===== src/rtl/irq_front.sv =====
module irq_front #(
  parameter int NSRC    = 15,
  parameter int NSTICKY = 2,
  parameter int ADDR_W  = 12
) (
  input  logic              clk,
  input  logic              rst_n,
  input  logic [ADDR_W-1:0] bus_addr,
  input  logic              bus_wr,
  input  logic              bus_rd,
  input  logic [31:0]       bus_wdata,
  output logic [31:0]       bus_rdata,
  input  logic [NSRC:1]     req_in,
  output logic              irq
);
  localparam logic [ADDR_W-1:0] OFS_STAT  = ADDR_W'(12'h000);
  localparam logic [ADDR_W-1:0] OFS_SWCLR = ADDR_W'(12'h004);
  localparam logic [ADDR_W-1:0] OFS_ENSET = ADDR_W'(12'h008);
  localparam logic [ADDR_W-1:0] OFS_ENCLR = ADDR_W'(12'h00C);
  localparam int PAD = 31 - NSRC;

  logic [NSRC:1]    en_q, en_d, sts_q, sts_d;
  logic [NSRC:1]    set_m, clr_m;
  logic [NSTICKY:1] req_q, sw_clr;
  logic             irq_q;
  logic             unused_wdata;

  assign unused_wdata = ^{bus_wdata[31:NSRC+1], bus_wdata[0]};

  assign set_m  = (bus_wr && bus_addr == OFS_ENSET) ? bus_wdata[NSRC:1] : '0;
  assign clr_m  = (bus_wr && bus_addr == OFS_ENCLR) ? bus_wdata[NSRC:1] : '0;
  assign sw_clr = (bus_wr && bus_addr == OFS_SWCLR) ? bus_wdata[NSTICKY:1] : '0;
  assign en_d   = (en_q | set_m) & ~clr_m;

  for (genvar i = 1; i <= NSRC; i++) begin : g_src
    if (i <= NSTICKY) begin : g_sticky
      logic rise;
      assign rise     = req_in[i] & ~req_q[i];
      assign sts_d[i] = en_d[i] & (rise | (sts_q[i] & ~sw_clr[i]));
    end else begin : g_level
      assign sts_d[i] = en_d[i] & req_in[i];
    end
  end

  always_ff @(posedge clk or negedge rst_n) begin
    if (!rst_n) begin
      en_q  <= '0;
      sts_q <= '0;
      req_q <= '0;
      irq_q <= 1'b0;
    end else begin
      en_q  <= en_d;
      sts_q <= sts_d;
      req_q <= req_in[NSTICKY:1];
      irq_q <= |sts_q;
    end
  end

  assign irq = irq_q;

  always_comb begin
    bus_rdata = '0;
    if (bus_rd) begin
      if (bus_addr == OFS_STAT)
        bus_rdata = {{PAD{1'b0}}, sts_q, 1'b0};
      else if (bus_addr == OFS_ENSET || bus_addr == OFS_ENCLR)
        bus_rdata = {{PAD{1'b0}}, en_q, 1'b0};
    end
  end
endmodule


===== config.mk =====
export PLATFORM = sky130hd
export DESIGN_NAME = irq_front
export DESIGN_NICKNAME = d
export VERILOG_FILES = /design/src/rtl/irq_front.sv
export SDC_FILE = /design/constraint.sdc
export NUM_CORES = 1
export LEC_CHECK = 0
export BUFFER_PORTS_ARGS = -buffer_cell sky130_fd_sc_hd__buf_4
export CORE_ASPECT_RATIO = 2
export CORE_MARGIN = 10
export CORE_UTILIZATION = 48
export CTS_BUF_LIST = sky130_fd_sc_hd__clkbuf_4 sky130_fd_sc_hd__clkbuf_8
export DETAILED_ROUTE_END_ITERATION = 7
export GPL_TIMING_DRIVEN = 0
export PLACE_DENSITY = 0.79
export SKIP_CTS_REPAIR_TIMING = 1
export SLEW_MARGIN = 20
export SYNTH_ARGS = -nofsm -noshare
export SYNTH_HDL_FRONTEND = slang
export SYNTH_SLANG_ARGS = --single-unit

===== constraint.sdc =====
create_clock -name clk -period 3.1 [get_ports clk]
set_input_delay 0.465 -clock clk [delete_from_list [all_inputs] [get_ports clk]]
set_output_delay 0.465 -clock clk [all_outputs]
set_load 0.005 [all_outputs]

==> qor.txt, run 1 <==
# fillers: 335
TNS Setup: 0 ps
Number of vias per cell: 4.95
Layout cell share with drive strength beyond 1: 0.378
Worst slew pin tran: 801 ps
Total wire length: 5110 µm
Io pins: 96
Initial DRC Count: 104
Distinct cells, synth: 29
Syn-to-layout area delta: 33.5%
Worst slack, placed: 316 ps
Buffers on Ports: 60
Arrival @ worst endpoint: 2330 ps
Ys async rst share: 1.00
Most common cell after layout, fill and taps aside: buf_4
Final setup margin: 304 ps
Final setup viols: 0
Mapped cell area: 2060 µm²
WHS: 96.2 ps
RSZ-0062 raised after global routing: false
DRC Markers: 0
Clock sink total: 33
Crit-path cells: buf_4 > or4_4 > buf_6 > nor4_4 > buf_2 > nand2_1 > o21ai_1 > buf_4
Wirelength per Cell: 14.9 µm
Largest family of logic cells by synthesized area: simple AND/OR/NAND/NOR gates
Core box area: 4130 µm²
Ys flop type: dfrtp_1
Post-synthesis xor/xnor area fraction: 0
Clock transition at path regs: 80 ps
Initial antenna violation count: 0
Deepest clock path buffer count: 2
WP data required: 2630 ps
Power Density: 356 nW/µm²
Nets: 353
1st-pass router iterations: 4
Simple-gate portion of the synthesized area: 0.342
Max frequency: 358 MHz
Reg2reg start: sts_q[14]
CTS tree: built
Inst Count DP: 335
Mux cell area share after synthesis: 0.0631
Final Critical Period: 2800 ps
Multi-input gate area: 1010 µm²
Row count: 33
Peak supply drop: 0.443 mV
Leak pwr: 1.28 nW
CP Launch Type: primary input
Die X: 66.3 µm
Worst setup EP type: output port
R2R cell count: 2
H-tree levels: 2
Crit path top cell by count: buf_4
Gr usage total: 0.139
Most frequent cells in the layout: buf_4 (77), dfrtp_1 (33), nand3_1 (27)
Min-Delay Path Class: primary input to asynchronous set/reset pin
Critical path type: primary input to output port
First-pass GRT wire length: 8140 µm
Worst Path Max Fanout: 10
Slew headroom: 0.462
Max cap viols: 0
Post-Synthesis Cells: 207
Routability cong.: 0.780
Later-pin clock latency in the skew report: 290 ps
ANT cells: 0
Post-route cell area: 2750 µm²
Largest net degree at the start of global routing: 34
#FFs+latches synth: 33
Ys Warns: 0
Complex-gate fraction of the synthesized area: 0.0534
DIE AREA: 7480 µm²
HPWL after DPL: 4270 µm
Crit share post-route: 0.902
R2R Setup Slk: 1850 ps
Vias in the first global route: 1794
Post-synth EDFFs: 0
Root buf cell: clkbuf_8
Fraction of the mapped netlist area in adder cells: 0
Cell Count, Final, Fillers Out: 343
CTS Buf Count: 5
R2r endpoint: irq
Total grt overflow: 0
Pins Over Slew Limit: 0
Synthesized area per cell: 9.96 µm²
Vias after detailed routing: 1698
Die Ht: 113 µm
Status: finished, final reports clean
Final hold vios: 0
Starting Density: 0.499
Post-DP Area: 2640 µm²
Clock skew: 14.0 ps
Sequential share of the synthesized area: 0.400
Routed Antenna Nets: 0
CP peak stage delay: 520 ps
Slowest CP cell: or4_4
Register Area: 826 µm²
per-layer routing:
layer  wire, µm  GRT usage  vias up
met5          0          0        -
met4        218     0.0956        0
met3        408     0.0474       14
met2       2700      0.240       69
met1       1770      0.129      767
li1           -          -      848
worst max-delay path: cells and delay by family:
| kind | cells | cell delay (ps) |
|---|---|---|
| AOI/OAI and AO/OA | 1 | 120 |
| buffers and inverters | 4 | 720 |
| and+or+nand+nor | 3 | 1020 |
cells in the mapped netlist (2+ instances only):
| library cell | n | area share |
|---|---|---|
| nor4_2 | 4 | 0.024 |
| o21ai_0 | 9 | 0.022 |
| a22oi_1 | 2 | 0.0073 |
| o21ai_1 | 10 | 0.024 |
| or3_1 | 2 | 0.0061 |
| buf_6 | 3 | 0.016 |
| nor4_4 | 11 | 0.11 |
| nand2_1 | 20 | 0.036 |
| buf_2 | 2 | 0.0049 |
| nand2b_1 | 2 | 0.0061 |
| nor4_1 | 4 | 0.012 |
| buf_12 | 2 | 0.019 |
| and2_1 | 13 | 0.039 |
| inv_1 | 13 | 0.024 |
| dfrtp_1 | 33 | 0.40 |
| clkbuf_1 | 7 | 0.013 |
| nand3_1 | 27 | 0.066 |
| buf_4 | 17 | 0.062 |
| mux2i_1 | 13 | 0.063 |
| nand4_1 | 4 | 0.012 |
cell families after synthesis:
kind of cell / Yosys count
and+or+nand+nor: 95
buffers and inverters: 44
DFF: 33
AOI/OAI and AO/OA: 21
muxes: 13
other: 1
through the flow:
| step | util | total power, mW |
|---|---|---|
| after detailed placement | 0.639 | 0.588 |
| after CTS | 0.667 | 0.991 |
| after floorplan | - | 0.524 |
| after global routing | 0.667 | 1.03 |
| final | 0.667 | 0.980 |
| after global placement | 0.639 | 0.587 |
area by class of cell:
cell class | count | area share
Multi-Input combinational cell | 146 | 0.367
Sequential cell | 33 | 0.300
Timing Repair Buffer | 60 | 0.164
Buffer | 31 | 0.0864
Clock buffer | 5 | 0.0250
Tap cell | 52 | 0.0236
Inverter | 13 | 0.0177
Clock inverter | 3 | 0.0168
how the worst max path moves through the flow:
stage                 from            end  slack, ps  depth (start not counted)
3_5_place_dp   bus_addr[1]  bus_rdata[12]        320                          8
5_1_grt        bus_addr[1]  bus_rdata[12]        230                          8
4_1_cts        bus_addr[1]  bus_rdata[12]        310                          8
6_report       bus_addr[1]  bus_rdata[12]        300                          8
3_3_place_gp   bus_addr[1]  bus_rdata[12]        350                          8
2_1_floorplan  bus_addr[1]  bus_rdata[10]        790                          6
flip-flops by register name, indices dropped and copies added, names as in the netlist:
register / flops
irq: 1
en_q: 15
req_q: 2
sts_q: 15
where the power goes:
part           internal [mW]  switching [mW]  total [mW]
registers              0.441         0.00575       0.447
logic                 0.0687          0.0655       0.134
clock network          0.240           0.158       0.398
Power figures use the tool's default switching activity.
==> run 2, diff against run 1 <==
--- a/config.mk
+++ b/config.mk
@@ -5,14 +5,16 @@
 export SDC_FILE = /design/constraint.sdc
 export NUM_CORES = 1
 export LEC_CHECK = 0
+export ABC_AREA = 1
 export BUFFER_PORTS_ARGS = -buffer_cell sky130_fd_sc_hd__buf_4
 export CORE_ASPECT_RATIO = 2
 export CORE_MARGIN = 10
 export CORE_UTILIZATION = 48
 export CTS_BUF_LIST = sky130_fd_sc_hd__clkbuf_4 sky130_fd_sc_hd__clkbuf_8
+export CTS_CLUSTER_DIAMETER = 50
 export DETAILED_ROUTE_END_ITERATION = 7
 export GPL_TIMING_DRIVEN = 0
-export PLACE_DENSITY = 0.79
+export PLACE_DENSITY = 0.8
 export SKIP_CTS_REPAIR_TIMING = 1
 export SLEW_MARGIN = 20
 export SYNTH_ARGS = -nofsm -noshare
==> qor.txt, run 2 <==
Largest net degree at the start of global routing: 34
Routed Antenna Nets: 0
Critical path type: primary input to output port
Vias in the first global route: 2089
Later-pin clock latency in the skew report: 290 ps
Die Ht: 111 µm
Initial antenna violation count: 0
Row count: 33
Slew headroom: 0.660
Io pins: 96
Most frequent cells in the layout: buf_4 (81), inv_1 (48), nand2_1 (36)
Min-Delay Path Class: primary input to asynchronous set/reset pin
Mapped cell area: 1980 µm²
Routability cong.: 0.894
CP peak stage delay: 210 ps
Worst setup path start: bus_addr[9]
Pins Over Slew Limit: 0
Crit-path cells: buf_4 > nor2_1 > nand2_1 > nor2_2 > buf_4 > buf_6 > nand3_1 > a21oi_1 > buf_4
Crit path top cell by count: buf_4
Most common cell after layout, fill and taps aside: buf_4
Sequential share of the synthesized area: 0.416
Core box area: 4050 µm²
Leak pwr: 1.40 nW
Top post-synthesis cells by area: dfrtp_1 (42%), nand4_1 (9.8%), inv_1 (9.1%), buf_4 (7.6%), nand2_1 (6.8%)
Met1 usage: 0.149
Worst setup EP type: output port
Synth area leader: dfrtp_1
Cell Count, Final, Fillers Out: 402
Root buf cell: clkbuf_8
Overall Power: 993 µW
1st-pass router iterations: 4
Buffers on Ports: 61
#FFs+latches synth: 33
Post-synth EDFFs: 0
Synth top area share: 0.416
Crit share post-route: 0.691
Ys flop type: dfrtp_1
DIE AREA: 7260 µm²
ANT cells: 0
Final setup margin: 957 ps
Clock skew: 2.22 ps
Clock power frac: 0.424
Deepest clock path buffer count: 2
M3 GR Usage: 0.0567
H-tree levels: 2
Arrival @ worst endpoint: 1680 ps
Most frequent cell after synthesis: inv_1
Critical path buffers and inverters: 4
Reg2reg start: sts_q[8]
Nets: 412
Synthesized area per cell: 7.49 µm²
CTS tree: built
TNS Setup: 0 ps
Max frequency: 467 MHz
CTS Buf Count: 5
Slowest CP cell: buf_4
Layout cell share with drive strength beyond 1: 0.300
HPWL after DPL: 4640 µm
Power Density: 370 nW/µm²
Met2 Track Usage GR: 0.306
Number of vias per cell: 5.03
Reg power frac: 0.451
Sw Pwr: 218 µW
Total grt overflow: 0
Peak supply drop: 0.421 mV
Distinct cells, synth: 21
Total wire length: 6000 µm
Clock sink total: 33
Gr usage total: 0.164
Comb power frac: 0.125
Family with the most delay on the worst path: buffers and inverters
WP data required: 2630 ps
DRC Markers: 0
Top flop regs: en_q: 15 flops, sts_q: 15 flops, req_q: 2 flops
Vias after detailed routing: 2021
Clock transition at path regs: 60 ps
Post-Synthesis Cells: 265
Initial DRC Count: 109
CP Launch Type: primary input
Worst slew pin tran: 510 ps
P_int: 776 µW
Starting Density: 0.490
Final setup viols: 0
Final Critical Period: 2140 ps
Die X: 65.5 µm
Ys async rst share: 1.00
Most Crowded Layer GR: met2
Wirelength per Cell: 14.9 µm
First-pass GRT wire length: 9630 µm
Status: finished, final reports clean
Post-Route Utilization: 0.664
# fillers: 388
Worst slack, placed: 939 ps
Ys Warns: 0
Max cap viols: 0
Final hold vios: 0
Syn-to-layout area delta: 35.4%
Inst Count DP: 394
R2R cell count: 2
RSZ-0062 raised after global routing: false
Top cells by count, synth: inv_1 (48), nand2_1 (36), dfrtp_1 (33)
R2R Setup Slk: 2050 ps
R2r endpoint: irq
Switching fraction of total power: 0.219
Worst Path Max Fanout: 10
## run 2: how the worst max path moves through the flow
stage | slack, ps | depth (start not counted) | endpoint
detailed placement | 940 | 9 | bus_rdata[15]
floorplan | 1380 | 7 | bus_rdata[15]
finish | 960 | 9 | bus_rdata[1]
global route | 840 | 9 | bus_rdata[9]
CTS | 940 | 9 | bus_rdata[15]
global placement | 940 | 9 | bus_rdata[15]
## run 2: stage by stage
step | instance area (µm²) | hold slack, ps
final | 2690 | 110
after global routing | 2690 | 129
after CTS | 2690 | 116
after detailed placement | 2570 | 428
after global placement | 2570 | 424
after floorplan | 2040 | 169
## run 2: worst register-to-register path, stage by stage, from the launching register on
cell and delay (ps):
dfrtp_1 380, nor4_1 400, nand4_1 140
## run 2: power by group through the flow
| stage | registers (mW) | logic [mW] | clock network (mW) |
|---|---|---|---|
| after global placement | 0.455 | 0.120 | 0 |
| after floorplan | 0.453 | 0.0549 | 0 |
| final | 0.448 | 0.125 | 0.421 |
| after detailed placement | 0.456 | 0.123 | 0 |
| after CTS | 0.447 | 0.123 | 0.431 |
| after global routing | 0.448 | 0.138 | 0.449 |
## run 2: area by class of cell
cell class | instances | area, µm² | area share
buffer | 32 | 231 | 0.0861
timing repair buffer | 61 | 458 | 0.170
clock buffer | 7 | 90.1 | 0.0335
tap | 52 | 65.1 | 0.0242
sequential | 33 | 826 | 0.307
inverter | 50 | 188 | 0.0698
clock inverter | 1 | 30.0 | 0.0112
multi-input combinational | 166 | 800 | 0.297
## run 2: per-layer routing
metal | share of wire | up-vias
li1 | - | 988
met2 | 0.56 | 96
met4 | 0.022 | 0
met3 | 0.091 | 14
met5 | 0 | -
met1 | 0.33 | 923
## run 2: cells by family (layout without fill, tap and decap cells)
group	after synthesis	after routing	share of synthesized area
and+or+nand+nor	117	117	0.290
buffers and inverters	82	151	0.211
DFF	33	33	0.416
AOI/OAI and AO/OA	32	32	0.0807
other	1	17	0.00189
